$ cat src/rtl/clock_sel_pkg.sv
package clock_sel_pkg;
    typedef enum logic [1:0] {
        ST_IDLE   = 2'd0,
        ST_SCAN   = 2'd1,
        ST_REPORT = 2'd2
    } sel_state_e;
endpackage

$ cat src/rtl/csel_ref_bits.sv
module csel_ref_bits #(
    parameter int NUM_FRAMES = 8,
    localparam int IDX_W = $clog2(NUM_FRAMES)
) (
    input  logic                  clk,
    input  logic                  rst_n,
    input  logic                  set_en,
    input  logic [IDX_W-1:0]      set_idx,
    input  logic                  ld_en,
    input  logic [IDX_W-1:0]      ld_idx,
    input  logic                  clr_en,
    input  logic [IDX_W-1:0]      clr_idx,
    output logic [NUM_FRAMES-1:0] ref_vec
);
    for (genvar i = 0; i < NUM_FRAMES; i++) begin : g_bit
        logic hit_set;
        logic hit_clr;
        assign hit_set = (set_en && set_idx == IDX_W'(i)) || (ld_en && ld_idx == IDX_W'(i));
        assign hit_clr = clr_en && clr_idx == IDX_W'(i);
        always_ff @(posedge clk) begin
            if (!rst_n)       ref_vec[i] <= 1'b0;
            else if (hit_set) ref_vec[i] <= 1'b1;   // set wins over clear
            else if (hit_clr) ref_vec[i] <= 1'b0;
        end
    end
endmodule

$ cat src/rtl/csel_hand.sv
module csel_hand #(
    parameter int NUM_FRAMES = 8,
    localparam int IDX_W = $clog2(NUM_FRAMES)
) (
    input  logic             clk,
    input  logic             rst_n,
    input  logic             step,
    output logic [IDX_W-1:0] hand
);
    localparam logic [IDX_W-1:0] LAST = IDX_W'(NUM_FRAMES - 1);

    always_ff @(posedge clk) begin
        if (!rst_n)    hand <= '0;
        else if (step) hand <= (hand == LAST) ? '0 : hand + 1'b1;
    end
endmodule

$ cat src/rtl/clock_victim_sel.sv
module clock_victim_sel #(
    parameter int NUM_FRAMES = 8,
    localparam int IDX_W = $clog2(NUM_FRAMES)
) (
    input  logic             clk,
    input  logic             rst_n,
    input  logic             acc_valid,
    input  logic [IDX_W-1:0] acc_frame,
    input  logic             repl_req,
    output logic             victim_valid,
    output logic [IDX_W-1:0] victim_frame
);
    import clock_sel_pkg::*;

    sel_state_e state_q, state_d;
    logic [NUM_FRAMES-1:0] ref_vec;
    logic [IDX_W-1:0]      hand;
    logic                  scanning;
    logic                  cur_bit;
    logic                  step;
    logic                  clr_en;
    logic                  ld_en;
    logic [IDX_W-1:0]      victim_q;

    csel_ref_bits #(.NUM_FRAMES(NUM_FRAMES)) i_bits (
        .clk     (clk),
        .rst_n   (rst_n),
        .set_en  (acc_valid),
        .set_idx (acc_frame),
        .ld_en   (ld_en),
        .ld_idx  (hand),
        .clr_en  (clr_en),
        .clr_idx (hand),
        .ref_vec (ref_vec)
    );

    csel_hand #(.NUM_FRAMES(NUM_FRAMES)) i_hand (
        .clk   (clk),
        .rst_n (rst_n),
        .step  (step),
        .hand  (hand)
    );

    assign scanning = (state_q == ST_SCAN);
    assign cur_bit  = ref_vec[hand];

    // state register
    always_ff @(posedge clk) begin
        if (!rst_n) state_q <= ST_IDLE;
        else        state_q <= state_d;
    end

    // next state and scan controls
    always_comb begin
        state_d = state_q;
        step    = 1'b0;
        clr_en  = 1'b0;
        ld_en   = 1'b0;
        unique case (state_q)
            ST_IDLE: begin
                if (repl_req) state_d = ST_SCAN;
            end
            ST_SCAN: begin
                step = 1'b1;
                if (cur_bit) begin
                    clr_en = 1'b1;
                end else begin
                    ld_en   = 1'b1;
                    state_d = ST_REPORT;
                end
            end
            ST_REPORT: begin
                state_d = ST_IDLE;
            end
            default: state_d = ST_IDLE;
        endcase
    end

    always_ff @(posedge clk) begin
        if (!rst_n)     victim_q <= '0;
        else if (ld_en) victim_q <= hand;
    end

    // outputs
    always_comb begin
        victim_valid = (state_q == ST_REPORT);
        victim_frame = victim_q;
    end
endmodule

$ cat config.mk
export PLATFORM = sky130hd
export DESIGN_NAME = clock_victim_sel
export DESIGN_NICKNAME = d
export VERILOG_FILES = /design/src/rtl/clock_sel_pkg.sv /design/src/rtl/csel_ref_bits.sv /design/src/rtl/csel_hand.sv /design/src/rtl/clock_victim_sel.sv
export SDC_FILE = /design/constraint.sdc
export NUM_CORES = 1
export LEC_CHECK = 0
export BUFFER_PORTS_ARGS = -buffer_cell sky130_fd_sc_hd__buf_2
export CAP_MARGIN = 0
export CORE_AREA = 2 2 45 47
export CTS_CLUSTER_DIAMETER = 100
export DETAILED_ROUTE_END_ITERATION = 6
export DIE_AREA = 0 0 47 49
export PLACE_DENSITY = 0.73
export SETUP_SLACK_MARGIN = 0.05
export SYNTH_ARGS = -nofsm -noshare
export SYNTH_HDL_FRONTEND = slang
export SYNTH_SLANG_ARGS = --single-unit
$ cat constraint.sdc
create_clock -name clk -period 1.77 [get_ports clk]
set_input_delay 0.177 -clock clk [delete_from_list [all_inputs] [get_ports clk]]
set_output_delay 0.177 -clock clk [all_outputs]
set_load 0.01 [all_outputs]
==> results.toml, run 1 <==
[run_status]
status = "completed"

[logic_synthesis]
yosys_most_used_dff = "dfxtp_1"
yosys.area_share.xor_xnor_pct = 0
yosys.area_share.simple_pct = 24.5
yosysWarnings = 0
synth_top_area_share_pct = 33.0
synth_most_common_cell = "dfxtp_1"
synth.mux.area_fraction_pct = 9.02
synth_top_family_by_area = "simple AND/OR/NAND/NOR gates"
synthArstFlopShare_pct = 0
synth.largest_area_cell = "dfxtp_1"
synth_fp_nets = 121
synth_common_cells = "16 x dfxtp_1, 15 x nand2_1, 8 x a21oi_1"
ys_seq_area_share_pct = 33.0
synthTopCellsByArea = "dfxtp_1 33%, ha_1 7.7%, nand2_1 5.8%, mux2i_1 5.2%, a21oi_1 4.1%"
synthAdderAreaFrac_pct = 7.73
ys_types = 38
synth.ff_latch_count = 16
avgSynthCellArea_um2 = 8.99
synth-edff-count = 0
synth_compound_area_share_pct = 18.6
synthesis.area_um2 = 971
synth_cells = 108

[sta]
worstMarginPinSlew_ns = 0.444
period_share_pct = 90.6
relSlewSlack_pct = 70.3
min_period_ns = 1.60
skew_ns = 0.00216
max_clock_freq_mhz = 624
tns_ns = 0
whs_ns = 0.195
layout_setup_ws_ns = 0.167
setup_violations = 0
drv_slew = 0
rsz0062_at_grt = "false"
finalHoldViolCount = 0

[place]
gp_congestion = 0.845
dp_hpwl_um = 1520
place_ws_ns = 0.179
dpl-instance-area_mm2 = 0.00103
io_buffers = 10

[grt]
grt_max_degree = 13
grt_use_total_pct = 20.6
antenna_found_initial = 0
grt_use_met1_pct = 27.5
grt_overflow = 0
busiest_layer = "met2"
gr-usage-met2_pct = 30.4
grt_util_met3_pct = 4.44
first_global_vias = 815
grt_pass1_wl_um = 3490

[clock_network]
holdBufCountCts = 0
cts_buffers = 3
clock_path_buffers = 2
cts_tree = "built"
clk_latency_ns = 0.28
clkTransAtPathRegs_ns = 0.09
clock-sinks = 16
htree_num_levels = 1
root_buffer = "clkbuf_4"

[worst_hold_path]
hold_path_class = "input pin to register"

[cells_and_area]
multiInputGateArea_um2 = 588
drive_gt1_share_pct = 21.2
stdcell_area_mm2 = 0.00106
area_growth_pct = 8.76
regArea_um2 = 320
n_antenna_cell = 0
nets = 133
n_fill_cell = 178

[critical_path]
cp.arrival_ns = 1.79
criticalPathCategory = "register to register"
r2r_start = "i_hand.hand[0]"
cp.required_ns = 1.95
reg2reg_depth = 5
end_kind = "register"
worstSetupStartpoint = "i_hand.hand[0]"
worstPathMaxFanout = 6
crit_end = "i_bits.ref_vec[3]"
rrSetupSlack_ns = 0.17
start_kind = "register"
regToRegEndpoint = "i_bits.ref_vec[3]"

[route]
ant_nets = 0
routed_wirelength_um = 2040
wire_per_inst_um = 14.1
drc = 0
drt-vias-per-instance = 5.79
vias = 839
dr.pass1.iters = 4
drtIter0Drc = 40

[die]
core_area_mm2 = 0.00184
rows = 16
initial_core_util_pct = 52.7
die_x_um = 47
num_io_pins = 11
die_y_um = 49
dieArea_mm2 = 0.00230

[pwr]
power.total_uw = 768
vdd_ir_drop_max_uv = 404
p_leak_nw = 0.412
p_per_area_mw_per_mm2 = 727

[flow_run]
maxCapViolCount = 0
-- layout by cell type, fill, tap and decap left out, types with 2 or more instances in the layout --
master,n
dfxtp_1,16
nand2_1,15
buf_2,10
a21oi_1,8
nand3_1,7
ha_1,6
inv_1,5
mux2i_1,5
nor2_1,5
nor2b_1,4
a32oi_1,4
clkbuf_4,3
buf_4,3
and2b_1,2
and2_1,2
nor3_1,2
a31oi_1,2
-- critical path: stages, from the launching register on --
cell and delay (ns):
dfxtp_1 0.46, buf_4 0.20, and2b_4 0.19, a2bb2oi_2 0.26, a21oi_1 0.12, o31a_1 0.28
-- through the flow --
step	cells	util, %
finish	145	57.3
global route	145	57.3
CTS	145	56.9
detailed placement	142	55.7
global placement	142	55.7
floorplan	108	-
-- final cells by class --
| type | count | area share [%] |
|---|---|---|
| Timing Repair Buffer | 13 | 6.87 |
| Multi-Input combinational cell | 81 | 55.7 |
| Inverter | 5 | 1.78 |
| Sequential cell | 16 | 30.3 |
| Clock buffer | 3 | 2.13 |
| Tap cell | 27 | 3.20 |
-- per-layer routing --
metal | share of wire (%) | vias up | routed length (um)
met1 | 45 | 404 | 925
met3 | 4.1 | 6 | 84
met4 | 3.0 | 0 | 61
met2 | 47 | 19 | 968
met5 | 0 | - | 0
li1 | - | 410 | -
-- repair_timing --
| action | 4_1_cts | 5_1_grt |
|---|---|---|
| gates resized for setup | 0 | 1 |
| buffers inserted | 0 | 0 |
| setup endpoints to repair | 0 | 1 |
-- cell families after synthesis --
group	Yosys count
multiplexers	7
buffers and inverters	11
adder cells (fa/ha/maj)	6
AO/OA/AOI/OAI	24
AND/OR/NAND/NOR	44
flip-flops	16
-- power breakdown --
part           internal (mW)  total, mW  switching [mW]
Sequential             0.380      0.406          0.0258
Combinational         0.0753      0.172          0.0969
Clock                 0.0791      0.190           0.111
Total                  0.535      0.768           0.233
-- sequential cells by signal, summed over array words and instances (netlist names) --
name / count
i_bits.ref_vec: 8
i_hand.hand: 3
state_q: 2
victim_frame: 3
-- how the worst min path moves through the flow --
| stage | startpoint | depth (start not counted) | endpoint | slack [ns] |
|---|---|---|---|---|
| finish | rst_n | 2 | i_bits.ref_vec[3] | 0.20 |
| global route | rst_n | 2 | i_bits.ref_vec[3] | 0.19 |
| detailed placement | victim_frame[0] | 2 | victim_frame[0] | 0.46 |
| CTS | rst_n | 2 | i_bits.ref_vec[3] | 0.19 |
| global placement | victim_frame[1] | 2 | victim_frame[1] | 0.44 |
| floorplan | acc_frame[2] | 2 | i_bits.ref_vec[7] | 0.34 |
No activity file was read; power rests on OpenSTA's default activity.
==> run 2: changes to the inputs <==
- CORE_AREA: 2 2 45 47 -> 2 2 44 46
- CTS_BUF_LIST: unset -> sky130_fd_sc_hd__clkbuf_2 sky130_fd_sc_hd__clkbuf_4 sky130_fd_sc_hd__clkbuf_8
- DIE_AREA: 0 0 47 49 -> 0 0 46 48
- PLACE_DENSITY: 0.73 -> 0.76
- SKIP_LAST_GASP: unset -> 1
==> results.toml, run 2 (synthesis gave the netlist of run 1 again) <==
[route]
vias = 810
wire_per_inst_um = 14.9
drc = 0
drtIter0Drc = 39
ant_nets = 0
dr.pass1.iters = 4
routed_wirelength_um = 2020
drt-vias-per-instance = 5.96

[cells_and_area]
largest_register_ffs = 8
drive_gt1_share_pct = 22.7
layout_common_cells = "15 x nand2_1, 15 x dfxtp_1, 10 x buf_2, 8 x a21oi_1, 7 x nand3_1"
top_register = "i_bits.ref_vec"
stdcell_area_mm2 = 0.00105
n_antenna_cell = 0
area_growth_pct = 8.25
nets = 133

[critical_path]
crit_end = "victim_frame[1]"
criticalPathCategory = "register to register"
worstPathMaxFanout = 6
cp.required_ns = 2.00
reg2reg_depth = 5
regToRegEndpoint = "victim_frame[1]"
end_kind = "register"
rrSetupSlack_ns = 0.25
worstSetupStartpoint = "i_hand.hand[1]"
r2r_start = "i_hand.hand[1]"
start_kind = "register"
cp.arrival_ns = 1.75

[clock_network]
clk_latency_ns = 0.30
htree_num_levels = 1
holdBufCountCts = 0
clock-sinks = 16
root_buffer = "clkbuf_4"
clkTransAtPathRegs_ns = 0.10
cts_tree = "built"
clock_path_buffers = 2
cts_buffers = 3

[sta]
skew_ns = 0.000886
min_period_ns = 1.52
max_clock_freq_mhz = 657
relSlewSlack_pct = 71.5
tns_ns = 0
finalHoldViolCount = 0
layout_setup_ws_ns = 0.247
setup_violations = 0
drv_slew = 0
rsz0062_at_grt = "false"
worstMarginPinSlew_ns = 0.427
period_share_pct = 86.0
whs_ns = 0.173

[die]
core_area_mm2 = 0.00169
die_y_um = 48
die_x_um = 46
num_io_pins = 11
initial_core_util_pct = 57.5
dieArea_mm2 = 0.00221
rows = 15

[place]
place_ws_ns = 0.207
gp_congestion = 0.905
dpl-instance-area_mm2 = 0.00101
dp_hpwl_um = 1500
io_buffers = 10

[pwr]
vdd_ir_drop_max_uv = 581
p_leak_nw = 0.418
p_per_area_mw_per_mm2 = 786
power.total_uw = 826

[run_status]
status = "completed"

[grt]
grt_use_total_pct = 21.1
grt_use_met1_pct = 26.5
grt_overflow = 0
antenna_found_initial = 0
busiest_layer = "met2"
grt_max_degree = 13
grt_pass1_wl_um = 3240
gr-usage-met2_pct = 33.1
first_global_vias = 724
grt_util_met3_pct = 5.28

[worst_hold_path]
hold_path_class = "input pin to register"
worstHoldPathCells = 2

[flow_run]
maxCapViolCount = 0
==> run 2: cell count changes in the layout (fill, tap and decap cells not counted), sizes merged <==
cell,change
clkbuf,+1
==> run 2: final cells by class <==
class	count	area (um^2)
Fill cell	154	638
Inverter	5	18.8
Sequential cell	16	322
Tap cell	17	21.3
Clock buffer	4	36.3
Multi-Input combinational cell	81	581
Timing Repair Buffer	13	72.6
==> run 2: where the power goes <==
part	total [mW]	switching [mW]	internal (mW)
Clock	0.253	0.128	0.126
Sequential	0.406	0.0254	0.381
Combinational	0.166	0.0922	0.0738
==> run 2: how the worst min path moves through the flow <==
stage                    startpoint                end
detailed placement  victim_frame[0]    victim_frame[0]
finish                        rst_n  i_bits.ref_vec[3]
CTS                           rst_n  i_bits.ref_vec[3]
global route                  rst_n  i_bits.ref_vec[3]
global placement    victim_frame[1]    victim_frame[1]
floorplan              acc_frame[2]  i_bits.ref_vec[7]
==> run 2: what timing repair did <==
item	CTS	global route
endpoints found under the hold margin	0	0
buffers inserted	0	0
resized for setup	0	1
setup endpoints to repair	0	2
==> run 2: metrics by stage <==
step	instances	utilization, %
floorplan	108	-
global placement	132	60.0
detailed placement	132	60.0
CTS	136	62.1
global route	136	62.2
finish	136	62.2
==> run 2: layer usage <==
metal	share of wire, %	up-vias
li1	-	410
met1	45	363
met2	47	32
met3	5.9	5
met4	2.2	0
met5	0	-
==> run 2: critical path: stages, from the launching register on <==
cell and delay, ns:
dfxtp_1 0.47, buf_4 0.19, nor2b_1 0.19, a22oi_2 0.14, a21oi_2 0.25, mux2i_1 0.22
==> run 3: changes to the inputs <==
- CELL_PAD_IN_SITES_DETAIL_PLACEMENT: unset -> 1
- CELL_PAD_IN_SITES_GLOBAL_PLACEMENT: unset -> 2
- CORE_AREA: 2 2 44 46 -> 2 2 47 67
- DIE_AREA: 0 0 46 48 -> 0 0 49 69
- SKIP_LAST_GASP: 1 -> unset
==> results.toml, run 3 (synthesis gave the netlist of run 1 again) <==
[sta]
whs_ns = 0.245
period_share_pct = 90.5
worstMarginPinSlew_ns = 0.447
layout_setup_ws_ns = 0.168
relSlewSlack_pct = 70.1
finalHoldViolCount = 0
setup_violations = 0
drv_slew = 0
min_period_ns = 1.60
rsz0062_at_grt = "false"
tns_ns = 0
skew_ns = 0.00680
max_clock_freq_mhz = 624

[clock_network]
post_cts_buffers = 0
clock_path_buffers = 2
clk_latency_ns = 0.24
root_buffer = "clkbuf_8"
cts_tree = "built"
cts_buffers = 3
clock-sinks = 16
htree_num_levels = 1
clkTransAtPathRegs_ns = 0.07

[grt]
antenna_found_initial = 0
first_global_vias = 852
grt_max_degree = 13
grt_use_total_pct = 14.7
grt_pass1_wl_um = 3940
grt_overflow = 0

[route]
drt-vias-per-instance = 5.29
ant_nets = 0
wire_per_inst_um = 15.3
routed_wirelength_um = 2370
drtIter0Drc = 6
dr.pass1.iters = 4
drc = 0
vias = 820

[place]
dp_hpwl_um = 1900
dpl-instance-area_mm2 = 0.00104
place_ws_ns = 0.151
io_buffers = 10
gp_congestion = 0.782
dp.cells = 152

[die]
die_y_um = 69
dieArea_mm2 = 0.00338
core_area_mm2 = 0.00279
initial_core_util_pct = 34.8
die_x_um = 49
rows = 23
num_io_pins = 11

[critical_path]
crit_slowest_cell = "dfxtp_1"
end_kind = "register"
max_stage_delay_ns = 0.45
criticalPathCategory = "register to register"
cp.required_ns = 1.90
worstPathMaxFanout = 6
rrSetupSlack_ns = 0.17
start_kind = "register"
cp.arrival_ns = 1.73
crit_path_cell_trace = "buf_4, and2b_4, a2bb2oi_2, a21oi_1, o31a_1"

[worst_hold_path]
hold_path_class = "input pin to register"

[cells_and_area]
drive_gt1_share_pct = 21.2
n_antenna_cell = 0
multiInputGateArea_um2 = 588
area_growth_pct = 12.0
n_fill_cell = 361
layout_common_cells = "16 x dfxtp_1, 15 x nand2_1, 10 x buf_2, 8 x a21oi_1, 7 x nand3_1"
regArea_um2 = 320
stdcell_area_mm2 = 0.00109
utilization_pct = 39.0
nets = 133
final_common_cell = "dfxtp_1"
largest_register_ffs = 8
top_register = "i_bits.ref_vec"
fin_cells = 155

[flow_run]
maxCapViolCount = 0

[pwr]
power.total_uw = 854
vdd_ir_drop_max_uv = 495
p_per_area_mw_per_mm2 = 785
p_leak_nw = 0.420

[run_status]
status = "completed"
-- run 3: worst paths after layout --
kind | from | end | cells after the start
hold reg to reg | victim_frame[1] | victim_frame[1] | 2
setup reg to reg | i_hand.hand[0] | i_bits.ref_vec[3] | 5
hold / removal | rst_n | i_bits.ref_vec[3] | 2
setup / recovery | i_hand.hand[0] | i_bits.ref_vec[3] | 5
-- run 3: metal layers --
layer	vias up	global-route usage (%)	share of wire, %
met4	0	4.44	0.67
met2	11	27.5	55
met5	-	0	0
met1	398	17.5	42
li1	409	-	-
met3	2	1.08	1.8
-- run 3: critical path: cells and delay by family (launching register included) --
kind / cells / cell delay (ns)
compound gates: 3 / 0.66
buf+inv: 1 / 0.20
flops: 1 / 0.45
simple gates: 1 / 0.19
-- run 3: area by class of cell --
| cell class | instances | share of cell area, % |
|---|---|---|
| repair buffers | 13 | 6.67 |
| flip-flops and latches | 16 | 29.5 |
| well taps | 37 | 4.26 |
| multi-input cells | 81 | 54.1 |
| inverters | 5 | 1.73 |
| clock buffers | 3 | 3.80 |
-- run 3: what timing repair did --
item / CTS / global route
gates resized for setup: 0 / 1
endpoints found under the hold margin: 0 / 0
hold buffers: 0 / 0
setup endpoints to repair: 0 / 2
-- run 3: power by group --
| group | leakage [nW] | switching (mW) | internal (mW) |
|---|---|---|---|
| sequential | 0.130 | 0.0265 | 0.381 |
| combinational | 0.268 | 0.0979 | 0.0756 |
| clock | 0.0216 | 0.122 | 0.150 |
| total | 0.420 | 0.247 | 0.607 |
